--- src/rtl/pfd_pkg.sv ---
package pfd_pkg;
  // One-cycle rising-edge events, from the datapath to the control
  typedef struct packed {
    logic refRise;
    logic fbRise;
  } edge_strobes_t;

  // Request state, from the control back to the top
  typedef struct packed {
    logic up;
    logic dn;
  } pfd_req_t;
endpackage

--- src/rtl/pfd_edge_path.sv ---
module pfd_edge_path #(
  parameter int SYNC_STAGES = 2
) (
  input  logic                   clk,
  input  logic                   rst,
  input  logic                   refIn,
  input  logic                   fbIn,
  output pfd_pkg::edge_strobes_t strobes
);
  localparam int NUM_CH = 2;

  logic [NUM_CH-1:0] rawIn;
  logic [NUM_CH-1:0] riseEv;

  assign rawIn = {fbIn, refIn};

  for (genvar ch = 0; ch < NUM_CH; ch++) begin : g_ch
    logic [SYNC_STAGES-1:0] syncChain;
    logic                   lastLvl;

    always_ff @(posedge clk) begin
      if (rst) begin
        syncChain <= '0;
        lastLvl   <= 1'b0;
      end else begin
        syncChain <= {syncChain[SYNC_STAGES-2:0], rawIn[ch]};
        lastLvl   <= syncChain[SYNC_STAGES-1];
      end
    end

    assign riseEv[ch] = syncChain[SYNC_STAGES-1] & ~lastLvl;
  end

  assign strobes.refRise = riseEv[0];
  assign strobes.fbRise  = riseEv[1];
endmodule

--- src/rtl/pfd_req_ctrl.sv ---
module pfd_req_ctrl (
  input  logic                   clk,
  input  logic                   rst,
  input  pfd_pkg::edge_strobes_t strobes,
  output pfd_pkg::pfd_req_t      req
);
  logic upNext, dnNext;

  always_comb begin
    upNext = req.up | strobes.refRise;
    dnNext = req.dn | strobes.fbRise;
    if (upNext && dnNext) begin
      upNext = 1'b0;
      dnNext = 1'b0;
    end
  end

  always_ff @(posedge clk) begin
    if (rst) begin
      req.up <= 1'b0;
      req.dn <= 1'b0;
    end else begin
      req.up <= upNext;
      req.dn <= dnNext;
    end
  end
endmodule

--- src/rtl/pfd_tristate.sv ---
module pfd_tristate #(
  parameter int SYNC_STAGES = 2
) (
  input  logic clk,
  input  logic rst,
  input  logic refIn,
  input  logic fbIn,
  output logic upReq,
  output logic dnReq,
  output logic outEn,
  output logic outLevel,
  output logic phasePulse
);
  pfd_pkg::edge_strobes_t strobes;
  pfd_pkg::pfd_req_t      req;

  pfd_edge_path #(.SYNC_STAGES(SYNC_STAGES)) u_path (
    .clk     (clk),
    .rst     (rst),
    .refIn   (refIn),
    .fbIn    (fbIn),
    .strobes (strobes)
  );

  pfd_req_ctrl u_ctrl (
    .clk     (clk),
    .rst     (rst),
    .strobes (strobes),
    .req     (req)
  );

  assign upReq      = req.up;
  assign dnReq      = req.dn;
  assign outEn      = req.up | req.dn;
  assign outLevel   = req.up;
  assign phasePulse = ~(req.up | req.dn);
endmodule

--- config.mk ---
export PLATFORM = sky130hd
export DESIGN_NAME = pfd_tristate
export DESIGN_NICKNAME = d
export VERILOG_FILES = /design/src/rtl/pfd_pkg.sv /design/src/rtl/pfd_edge_path.sv /design/src/rtl/pfd_req_ctrl.sv /design/src/rtl/pfd_tristate.sv
export SDC_FILE = /design/constraint.sdc
export NUM_CORES = 1
export LEC_CHECK = 0
export BUFFER_PORTS_ARGS = -buffer_cell sky130_fd_sc_hd__buf_2
export CAP_MARGIN = 5
export CORE_AREA = 3 3 40 42
export DETAILED_ROUTE_END_ITERATION = 8
export DIE_AREA = 0 0 43 45
export GPL_TIMING_DRIVEN = 0
export HOLD_SLACK_MARGIN = 0.06
export PLACE_DENSITY = 0.45
export SETUP_SLACK_MARGIN = 0.15
export SYNTH_ARGS = -nofsm -noshare
export SYNTH_HDL_FRONTEND = slang
export SYNTH_SLANG_ARGS = --single-unit
--- constraint.sdc ---
create_clock -name clk -period 0.96 [get_ports clk]
set_input_delay 0.144 -clock clk [delete_from_list [all_inputs] [get_ports clk]]
set_output_delay 0.144 -clock clk [all_outputs]
set_load 0.01 [all_outputs]
Word level (Yosys, flattened, before mapping) --
Index checks and enable logic that the tools add are counted.
Cells by class: reduce and logical (&&, ||, !) cells 2, bitwise gates (word level) 8
Operator list (number):
- inverter 1 bit | 3
- OR 1 bit | 3
- bitwise AND 1 bit | 2
- OR reduction 2 bit | 1
- logical AND 1 bit | 1
Word-level totals: bits of input ports 4, bits in registers 8, logic and storage cells 16

Logic depth before layout (Yosys ltp) --
Gate-level depths: netlist (run 1).
depth after elaboration 5, gate-level depth with buffers 2, depth with buffers taken out 2

Modules after synthesis --
From an unflattened synthesis (run 1), not the netlist that was laid out.
Unflattened totals: cell total of the unflattened synthesis 23, area, all modules 247.7 um2
By module, submodules not included:
- pfd_edge_path | cells an instance 14, instances 1, sequential area each 120.1 um2, area an instance 170.2 um2
- pfd_req_ctrl | cells an instance 6, instances 1, sequential area each 40.0 um2, area an instance 60.1 um2
- pfd_tristate | cells an instance 3, instances 1, sequential area each 0.0 um2, area an instance 17.5 um2

Worst setup path after synthesis (run 1) --
No wires, ideal clock.
path kind register to output, start point register, netlist name u_ctrl.req[1], end point output port phasePulse, path slack 0.002 ns, stages on the path, launching flop included 3, required time 0.816 ns, data arrival time 0.814 ns, cells stage by stage dfxtp_1 > or2_2 > inv_1
On the way: cells in the longest elaborated chain, start to end 2
RTL lines:
- OR 1 bit
- via outEn | line pfd_tristate.sv:10 | output logic outEn,
- inverter 1 bit | line pfd_tristate.sv:36 | assign phasePulse = ~(req.up | req.dn);
- end, declared | line pfd_tristate.sv:12 | output logic phasePulse
The timed path passes the listed nets, and every way through them passes these cells.

Worst setup path after layout (run 1) --
start point register, netlist name u_ctrl.req[1], end point output port phasePulse
On the way: cells in the longest elaborated chain, start to end 2
RTL lines (line):
- OR 1 bit | pfd_tristate.sv:36
- inverter 1 bit | pfd_tristate.sv:36
No other way between the ends.

==> metrics.md, run 1 <==
| Metric | Value |
|---|---|
| # IOs | `9` |
| CP required | `0.82 ns` |
| R2R depth | `4` |
| Routability congestion estimate | `0.634` |
| Max incr delay on CP | `0.34 ns` |
| CTS tree | `yes` |
| Die width | `43 um` |
| Final slew viol count | `0` |
| Worst Setup SP | `u_ctrl.req[1]` |
| Worst-path clk slew | `0.05 ns` |
| Die extent in y | `45 um` |
| Worst VDD drop | `1.05 mV` |
| Area of the mapped netlist | `283 um2` |
| Mean Syn Cell Area | `12.3 um2` |
| Critical Path AT | `0.96 ns` |
| Main combinational cell family by area after synthesis | `simple AND/OR/NAND/NOR gates` |
| Rel. slew slack | `0.851` |
| CP Max Fanout | `3` |
| Initial antenna violation count | `0` |
| FMAX | `910 MHz` |
| Failing checks | `negative setup slack` |
| Clock Sinks | `8` |
| Clock Skews | `0.000519 ns` |
| Gate Count Post-Synth | `23` |
| Filler cells | `121` |
| RSZ-0062 raised after global routing | `yes` |
| Sequential area share after synthesis | `0.566` |
| Num CTS Buffers | `3` |
| Synth Area in XOR/XNOR | `0` |
| RR Endpoint | `u_ctrl.req[1]` |
| Core Area | `1280 um2` |
| Initial drt markers | `2` |
| DP HPWL | `293 um` |
| Hold path depth | `2` |
| Minimum clock period | `1.10 ns` |
| Worst skew pair latency | `0.25 ns` |
| Number of hold buffers added after CTS | `0` |
| Via count | `215` |
| H-tree Lvls | `1` |
| Hold Crit Start | `fbIn` |
| P&R area growth vs syn | `63.7%` |
| Antenna Cells | `0` |
| PortBufs | `8` |
| Final hold vios | `0` |
| Pwr dens | `1520 nW/um2` |
| Synthesized Nets | `27` |
| Total congestion overflow | `0` |
| Rows | `13` |
| Bufs on Longest Clock Path | `2` |
| Post-DRT Antenna Nets | `0` |
| Leak pwr | `0.000206 uW` |
| Post-synthesis compound-gate area fraction | `0.133` |
| Mux cell area share after synthesis | `0` |
| Vias/cell | `3.91` |
| Final Cycle Share | `1.14` |
| Yosys reg bits | `8` |
| MaxCap Viol Count | `0` |
| DIE AREA | `1940 um2` |
| Yosys warns | `0` |
| Vias in the first global route | `177` |
| Final #Nets | `46` |
| Layout cells sized above 1 | `0.675` |
| Most common cell after layout, fill and taps aside | `buf_6` |
| Overall Power | `705 uW` |
| GRT Overall Usage | `0.0560` |
| Starting density of the core | `0.220` |
| Routed WL per cell | `8.58 um` |
| Largest net degree at the start of global routing | `9` |
| Worst Setup Slack, final | `-0.139 ns` |
| Crit path kind | `register to output pin` |
| Clock root buffer | `clkbuf_4` |
| FF-to-FF Start | `u_ctrl.req[1]` |
| Simple-gate share of the synthesized area | `0.248` |
| WHS Endpoint | `u_path.g_ch[1].syncChain[0]` |
| DRC violations left | `0` |
| Slew @ Worst Pin | `0.223 ns` |
| Post-Synth Adder-Cell Area | `0` |
| Final setup violation count | `5` |
| First-pass GRT wire length | `710 um` |
| Pre-Repair DR Iteration Count | `2` |
| Yosys cell types | `10` |
| Critical path endpoint category | `output pin` |
| Crit-path cells | `or2_4, inv_2, buf_6` |
| WL final | `472 um` |
| Most frequent cells in the layout | `buf_6 (8), nor2b_1 (6), dfxtp_1 (5)` |
| CP max-delay cell | `dfxtp_4` |
| R2R setup slack | `-0.02 ns` |
| Startpoint Class | `register` |
| Outcome | `complete, but fails checks` |
| Dpl ws | `0.0912 ns` |
| Min-Delay Path Class | `input pin to register` |
[worst max-delay path: cells and delay by family, from the launching register on]
family,cells,cell delay (ns)
DFF,1,0.34
buffers and inverters,2,0.14
and+or+nand+nor,1,0.23
[synthesized netlist by cell type]
library cell / count / share of area
buf_4: 1 / 0.027
nor2_1: 1 / 0.013
dfxtp_1: 8 / 0.57
nor2b_2: 1 / 0.031
or2_2: 1 / 0.022
o211a_1: 1 / 0.035
nor2b_1: 6 / 0.13
a2111oi_4: 1 / 0.097
inv_1: 2 / 0.027
nand2b_4: 1 / 0.049
[timing repair]
action / CTS / global route
setup buffers: 4 / 2
cloned: 0 / 0
pin swaps: 1 / 1
resized for setup: 8 / 2
setup endpoints to repair: 6 / 7
[final cells by class]
class | instances | area, um2 | area share
repair buffers | 14 | 121 | 0.262
inverters | 2 | 7.51 | 0.0162
flip-flops and latches | 8 | 166 | 0.359
well taps | 15 | 18.8 | 0.0405
clock buffers | 3 | 22.5 | 0.0486
plain buffers | 1 | 11.3 | 0.0243
multi-input cells | 12 | 115 | 0.249
[how the worst max path moves through the flow]
stage | endpoint | slack [ns] | cells after the start
global placement | phasePulse | 0.11 | 3
floorplan | u_ctrl.req[0] | 0.15 | 2
finish | phasePulse | -0.14 | 3
global route | phasePulse | -0.18 | 3
detailed placement | phasePulse | 0.09 | 3
CTS | phasePulse | -0.16 | 3
[registers in the layout, indices dropped and copies added (netlist names)]
register / cells
u_path.g_ch.syncChain: 4
u_path.g_ch.lastLvl: 2
u_ctrl.req: 2
[power by group]
part	switching, uW	internal, uW	leakage, uW
Combinational	39.1	65.7	0.000125
Sequential	6.70	346	0.0000673
Clock	105	142	0.0000138
Total	151	554	0.000206
[stage by stage]
| step | instance area (um2) | utilization | setup TNS, ns | cells | hold slack (ns) |
|---|---|---|---|---|---|
| 6_report | 463 | 0.360 | -0.512 | 55 | 0.104 |
| 5_1_grt | 463 | 0.360 | -0.687 | 55 | 0.103 |
| 4_1_cts | 440 | 0.343 | -0.471 | 53 | 0.0930 |
| 3_5_place_dp | 352 | 0.274 | 0 | 46 | 0.361 |
| 3_3_place_gp | 352 | 0.274 | 0 | 46 | 0.351 |
| 2_1_floorplan | 293 | - | 0 | 23 | 0.212 |
[logic make-up (layout without fill, tap and decap cells)]
logic type,count (synthesis),count (layout)
compound gates,2,2
buf+inv,3,20
flops,8,8
simple gates,10,10
[per-layer routing]
metal,vias up,global-route usage,wire length (um)
li1,107,-,-
met1,95,0.0511,189
met2,13,0.0838,223
met3,0,0.0598,59
met4,0,0.0181,0
met5,-,0,0
(Power assumes the default switching activity.)
==> run 2, diff against run 1 <==
Settings changed: RECOVER_POWER set to 50.
==> run 2 against run 1 <==
Net effect: the run still ends with negative setup slack left; clock power about the same; cell count unchanged; first-iteration DRC count unchanged; clock skew up 0.00096 ns; register-to-register slack about the same; global-route usage unchanged; sequential power about the same; maximum frequency about the same; setup slack about the same; sequential share of layout area up 0.097 points; cell area down 0.27%; critical path type unchanged; highest routed layer unchanged.
==> metrics.md, run 2 (synthesized netlist as in run 1, its figures left out) <==
| Metric | Value |
|---|---|
| Pre-Repair DR Iteration Count | `2 (unchanged)` |
| First-pass GRT wire length | `710 um (unchanged)` |
| Pwr dens | `1520 nW/um2 (about the same)` |
| CTS tree | `yes` |
| Vias/cell | `3.91 (unchanged)` |
| CP Max Fanout | `3 (unchanged)` |
| R2R setup slack | `-0.02 ns (about the same)` |
| Min-Delay Path Class | `input pin to register` |
| Delay-heaviest family, CP | `flip-flops` |
| Sequential Power Share | `0.502 (+0.002)` |
| Routability congestion estimate | `0.634 (unchanged)` |
| # IOs | `9 (unchanged)` |
| Critical path endpoint category | `output pin` |
| Dpl ws | `0.0912 ns (unchanged)` |
| GRT Overall Usage | `0.0560 (unchanged)` |
| Clock Sinks | `8 (unchanged)` |
| Internal | `554 uW (-0.12%)` |
| Post-route insts no fill | `55 (unchanged)` |
| Minimum clock period | `1.10 ns (+0.0000250 ns)` |
| Worst Setup Slack, final | `-0.139 ns (-0.0000250 ns)` |
| Comb power frac | `0.148 (about the same)` |
| Die extent in y | `45 um (unchanged)` |
| Core Area | `1280 um2 (unchanged)` |
| Vias in the first global route | `177 (unchanged)` |
| Rows | `13 (unchanged)` |
| Final #Nets | `46 (unchanged)` |
| Largest Register | `u_path.g_ch.syncChain` |
| Startpoint Class | `register` |
| Leak pwr | `0.000204 uW (-1.3%)` |
| Outcome | `complete, but fails checks` |
| FMAX | `910 MHz (about the same)` |
| Most common cell after layout, fill and taps aside | `buf_6` |
| Max incr delay on CP | `0.34 ns (about the same)` |
| Final setup violation count | `5 (unchanged)` |
| Slew @ Worst Pin | `0.413 ns (+0.189 ns)` |
| PortBufs | `8 (unchanged)` |
| MaxCap Viol Count | `0 (unchanged)` |
| Clock Skews | `0.00148 ns (+0.000959 ns)` |
| Worst VDD drop | `1.04 mV (-0.60%)` |
| Num CTS Buffers | `3 (unchanged)` |
| Placed insts | `46 (unchanged)` |
| Most frequent cells in the layout | `buf_6 (8), nor2b_1 (6), dfxtp_1 (5)` |
| Largest register FFs | `4 (unchanged)` |
| Bufs on Longest Clock Path | `2 (unchanged)` |
| Die width | `43 um (unchanged)` |
| DIE AREA | `1940 um2 (unchanged)` |
| CP max-delay cell | `dfxtp_4` |
| Post-DRT Antenna Nets | `0 (unchanged)` |
| Total congestion overflow | `0 (unchanged)` |
| Dpl cell area | `352 um2 (unchanged)` |
| CP required | `0.82 ns (about the same)` |
| Biggest regs | `u_path.g_ch.syncChain x4, u_ctrl.req x2, u_path.g_ch.lastLvl x2` |
| WL final | `477 um (+1.1%)` |
| Critical Path AT | `0.96 ns (about the same)` |
| Crit path kind | `register to output pin` |
| Clock group share of total power | `0.350 (about the same)` |
| Largest net degree at the start of global routing | `9 (unchanged)` |
| Clock root buffer | `clkbuf_4` |
| Crit-path cells | `or2_4, inv_2, buf_6` |
| DP HPWL | `293 um (unchanged)` |
| Starting density of the core | `0.220 (unchanged)` |
| Final Cycle Share | `1.14 (about the same)` |
| Worst-path clk slew | `0.05 ns (about the same)` |
| CP bufs+invs | `2 (unchanged)` |
| Via count | `215 (unchanged)` |
| Initial antenna violation count | `0 (unchanged)` |
| Overall Power | `703 uW (-0.28%)` |
| Antenna Cells | `0 (unchanged)` |
| Filler cells | `122 (+0.83%)` |
| Switch share | `0.213 (-0.00126)` |
| Rel. slew slack | `0.725 (-0.126)` |
| Final hold vios | `0 (unchanged)` |
| P_sw | `150 uW (-0.87%)` |
| Failing checks | `negative setup slack` |
| Worst skew pair latency | `0.25 ns (about the same)` |
| P&R area growth vs syn | `63.3%` |
| Hold slack | `0.105 ns (+0.000950 ns)` |
| Final Cell Area | `462 um2 (-0.27%)` |
| H-tree Lvls | `1 (unchanged)` |
| RSZ-0062 raised after global routing | `yes` |
| Initial drt markers | `2 (unchanged)` |
| Layout cells sized above 1 | `0.650 (-0.0250)` |
| Routed WL per cell | `8.67 um (+1.1%)` |
| DRC violations left | `0 (unchanged)` |
| Final slew viol count | `0 (unchanged)` |
==> run 2: cell count changes in the layout (fill, tap and decap cells not counted) <==
cell / before / now
clkbuf_1: 0 / 1
buf_2: 4 / 3
==> run 2: power by group through the flow <==
stage | Combinational [uW] | Clock (uW) | Sequential (uW)
floorplan | 39.6 | 0 | 365
global placement | 65.1 | 0 | 364
detailed placement | 67.0 | 0 | 364
CTS | 96.8 | 267 | 352
global route | 112 | 278 | 354
finish | 104 | 246 | 353
==> run 2: repair_timing <==
item,in CTS,in global routing
gates resized for setup,8,2
hold buffers,0,0
hold endpoints to repair,0,0
setup endpoints to repair,6,7
pin swaps,1,1
setup buffers,4,2
==> run 2: worst paths after layout <==
kind	cells past startpoint	end	startpoint
setup / recovery	3	phasePulse	u_ctrl.req[1]
hold / removal	2	u_path.g_ch[1].syncChain[0]	fbIn
setup reg to reg	4	u_ctrl.req[1]	u_ctrl.req[1]
hold reg to reg	1	u_path.g_ch[1].syncChain[1]	u_path.g_ch[1].syncChain[0]
==> run 2: area by class of cell <==
| type | count | area [um2] | share of cell area |
|---|---|---|---|
| multi-input cells | 12 | 115 | 0.249 |
| flip-flops and latches | 8 | 166 | 0.360 |
| inverters | 2 | 7.51 | 0.0163 |
| repair buffers | 14 | 120 | 0.260 |
| plain buffers | 1 | 11.3 | 0.0244 |
| well taps | 15 | 18.8 | 0.0407 |
| clock buffers | 3 | 22.5 | 0.0488 |
==> run 2: per-stage QoR <==
step | TNS (ns) | utilization
floorplan | 0 | -
global placement | 0 | 0.274
detailed placement | 0 | 0.274
CTS | -0.471 | 0.343
global route | -0.687 | 0.359
finish | -0.512 | 0.359
==> run 2: per-layer routing <==
| metal | routed length (um) | share of wire | GRT usage |
|---|---|---|---|
| met5 | 0 | 0 | 0 |
| met4 | 0 | 0 | 0.0181 |
| met3 | 60 | 0.13 | 0.0598 |
| met2 | 224 | 0.47 | 0.0838 |
| met1 | 192 | 0.40 | 0.0511 |
==> run 2: worst register-to-register path: cells and delay by family, from the launching register on <==
| kind | cells | cell delay, ns |
|---|---|---|
| buffers and inverters | 3 | 0.35 |
| DFF | 1 | 0.34 |
| AOI/OAI and AO/OA | 1 | 0.19 |
==> run 3, diff against run 2 <==
Settings changed: ABC_AREA set to 1.
==> run 3 against run 2 <==
Net effect: the run still ends with negative setup slack left; utilization fell by 3.2 points; global-route usage rose by 0.17 points; sequential power barely moved; register-to-register slack improved by 0.13 ns; via count increased by 13%; largest cell class unchanged; largest power group unchanged; highest routed layer unchanged.
==> metrics.md, run 3 <==
| Metric | Value |
|---|---|
| DIE AREA | `1940 um2 (unchanged)` |
| Max incr delay on CP | `0.34 ns (about the same)` |
| Rel. slew slack | `0.797 (+0.0719)` |
| Yosys cell types | `8 (-2)` |
| Initial antenna violation count | `0 (unchanged)` |
| Pre-Repair DR Iteration Count | `3 (+1)` |
| Rows | `13 (unchanged)` |
| Clock Skews | `0.00674 ns (+0.00526 ns)` |
| Biggest regs | `u_path.g_ch.syncChain x4, u_ctrl.req x2, u_path.g_ch.lastLvl x2` |
| R2R depth | `5 (+1)` |
| Final #Nets | `58 (+26%)` |
| Largest register FFs | `4 (unchanged)` |
| Clock root buffer | `clkbuf_4` |
| Outcome | `complete, but fails checks` |
| Most frequent cell after synthesis | `inv_1` |
| Yosys warns | `0 (unchanged)` |
| Antenna Cells | `0 (unchanged)` |
| Yosys reg bits | `8 (unchanged)` |
| Final setup violation count | `4 (-1)` |
| GRT Overall Usage | `0.0577 (+0.00172)` |
| Worst VDD drop | `0.786 mV (-25%)` |
| WL final | `498 um (+4.4%)` |
| Worst skew pair latency | `0.25 ns (about the same)` |
| Critical path endpoint category | `output pin` |
| Starting density of the core | `0.219 (-0.000974)` |
| Layout cells sized above 1 | `0.385 (-0.265)` |
| Pwr dens | `1650 nW/um2 (+8.5%)` |
| Final Cycle Share | `1.05 (-0.0988)` |
| Top cell type's share of synthesized area | `0.569 (+0.00252)` |
| Min-Delay Path Class | `input pin to register` |
| CP required | `0.82 ns (about the same)` |
| Failing checks | `negative setup slack` |
| P_sw | `164 uW (+9.3%)` |
| Post-DRT Antenna Nets | `0 (unchanged)` |
| Primary FF master, synth | `dfxtp_1` |
| Switch share | `0.236 (+0.0225)` |
| DRC violations left | `0 (unchanged)` |
| Minimum clock period | `1.00 ns (-0.0948 ns)` |
| CP Max Fanout | `2 (-1)` |
| Die extent in y | `45 um (unchanged)` |
| Clock Sinks | `8 (unchanged)` |
| FMAX | `996 MHz (+9.4%)` |
| Startpoint Class | `register` |
| Num CTS Buffers | `3 (unchanged)` |
| PortBufs | `8 (unchanged)` |
| Via count | `242 (+13%)` |
| Filler cells | `144 (+18%)` |
| DP HPWL | `331 um (+13%)` |
| Internal | `532 uW (-4.0%)` |
| Area of the mapped netlist | `282 um2 (-0.44%)` |
| Number of synthesized flops with an enable pin | `0 (unchanged)` |
| Hold Crit Start | `refIn` |
| Crit-path cells | `nor2_4, inv_1, buf_2` |
| Leading post-synthesis cells by cell area | `dfxtp_1 (57%), inv_1 (17%), nor2_1 (9.3%), nand2_1 (5.3%), a21oi_1 (3.6%)` |
| Routed WL per cell | `7.43 um (-14%)` |
| Vias in the first global route | `179 (+1.1%)` |
| R2R setup slack | `0.11 ns (+0.13 ns)` |
| Hold slack | `0.0955 ns (-0.00911 ns)` |
| CP max-delay cell | `dfxtp_2` |
| Most frequent cells in the layout | `inv_1 (12), nor2_1 (6), dfxtp_1 (6)` |
| Worst Setup Slack, final | `-0.0443 ns (+0.0948 ns)` |
| Final slew viol count | `0 (unchanged)` |
| Core Area | `1280 um2 (unchanged)` |
| Async set or reset register ratio after synthesis | `0 (unchanged)` |
| Comb power frac | `0.115 (-0.033)` |
| WHS Endpoint | `u_path.g_ch[0].syncChain[0]` |
| Vias/cell | `3.61 (-7.6%)` |
| Critical Path AT | `0.86 ns (-0.10 ns)` |
| CTS tree | `yes` |
| Routability congestion estimate | `0.606 (-4.3%)` |
| Sequential Power Share | `0.511 (+0.009)` |
| MaxCap Viol Count | `0 (unchanged)` |
| Clock group share of total power | `0.375 (+0.025)` |
| Die width | `43 um (unchanged)` |
| RR Endpoint | `u_ctrl.req[1]` |
| FF-to-FF Start | `u_ctrl.req[0]` |
| First-pass GRT wire length | `745 um (+4.9%)` |
| Slew @ Worst Pin | `0.305 ns (-0.108 ns)` |
| Number of hold buffers added after CTS | `0 (unchanged)` |
| Largest Register | `u_path.g_ch.syncChain` |
| Dpl cell area | `343 um2 (-2.5%)` |
| Crit path kind | `register to output pin` |
| Final Cell Area | `420 um2 (-8.9%)` |
| Most common cell after layout, fill and taps aside | `inv_1` |
| Total congestion overflow | `0 (unchanged)` |
| Leak pwr | `0.000229 uW (+13%)` |
| H-tree Lvls | `1 (unchanged)` |
| Gate Count Post-Synth | `38 (+65%)` |
| # IOs | `9 (unchanged)` |
| P&R area growth vs syn | `49.3%` |
| RSZ-0062 raised after global routing | `yes` |
| Worst-path clk slew | `0.06 ns (about the same)` |
| Bufs on Longest Clock Path | `2 (unchanged)` |
| Final hold vios | `0 (unchanged)` |
| Hold path depth | `3 (+1)` |
| Synthesized Nets | `42 (+56%)` |
| Largest area contributor in the netlist | `dfxtp_1` |
| Mean Syn Cell Area | `7.41 um2 (-40%)` |
| Largest net degree at the start of global routing | `8 (-1)` |
| Setup_tns | `-0.0974 ns (+0.414 ns)` |
| Initial drt markers | `2 (unchanged)` |
| Synth cell count leaders | `inv_1 (13), dfxtp_1 (8), nor2_1 (7)` |
| Sequential area share after synthesis | `0.569 (+0.00252)` |
-- run 3: changes by cell type after synthesis, sizes merged, moves of 2 or more --
cell / delta
nand3: +2
nor2b: -7
nor2: +6
inv: +12
a21oi: +2
nand2: +4
-- run 3: worst max path at each step --
stage / startpoint / to / slack [ns] / cells past startpoint
finish: u_ctrl.req[0] / outEn / -0.04 / 3
global route: u_ctrl.req[0] / outEn / -0.09 / 3
CTS: u_ctrl.req[1] / outEn / -0.05 / 3
detailed placement: u_ctrl.req[1] / upReq / 0.18 / 2
global placement: u_ctrl.req[1] / upReq / 0.19 / 2
floorplan: u_ctrl.req[1] / outEn / 0.19 / 2
-- run 3: layout make-up --
cell class              count  area (um2)  share of cell area
flip-flops and latches      8         165               0.393
repair buffers             11        81.3               0.193
multi-input cells          15        72.6               0.173
inverters                  14        52.6               0.125
clock buffers               3        22.5              0.0536
well taps                  15        18.8              0.0446
plain buffers               1        7.51              0.0179
-- run 3: repair_timing --
| item | in CTS | in global routing |
|---|---|---|
| resized for setup | 8 | 2 |
| setup buffers | 3 | 0 |
| setup endpoints to repair | 5 | 7 |
| pin swaps | 4 | 1 |
-- run 3: stage by stage --
stage | power (uW) | utilization | cells | worst slack, ns
6_report | 695 | 0.327 | 67 | -0.0443
5_1_grt | 740 | 0.327 | 67 | -0.0927
4_1_cts | 707 | 0.319 | 67 | -0.0517
3_5_place_dp | 422 | 0.267 | 61 | 0.179
3_3_place_gp | 421 | 0.267 | 61 | 0.192
2_1_floorplan | 396 | - | 38 | 0.189
-- run 3: cells by family (layout without fill, tap and decap cells) --
kind of cell	Yosys count	in the layout	share of synthesized area
flops	8	8	0.569
buf+inv	15	29	0.213
compound gates	2	2	0.0356
simple gates	13	13	0.182
-- run 3: per-layer routing --
metal / wire [um] / vias up / GRT usage / part of all wire
met3: 58 / 0 / 0.0717 / 0.12
met1: 209 / 100 / 0.0585 / 0.42
met5: 0 / - / 0 / 0
met2: 230 / 11 / 0.0808 / 0.46
li1: - / 131 / - / -
met4: 0 / 0 / 0 / 0
-- run 3: worst max-delay path: cells and delay by family, from the launching register on --
| family | cells | cell delay [ns] |
|---|---|---|
| DFF | 1 | 0.34 |
| buffers and inverters | 2 | 0.17 |
| and+or+nand+nor | 1 | 0.10 |
-- run 3: power groups by stage --
| stage | Combinational [uW] | Clock [uW] | Sequential, uW |
|---|---|---|---|
| after floorplan | 33.1 | 0 | 363 |
| after global placement | 58.6 | 0 | 362 |
| after detailed placement | 59.5 | 0 | 363 |
| after CTS | 76.9 | 277 | 354 |
| after global routing | 89.7 | 294 | 356 |
| final | 79.7 | 260 | 355 |
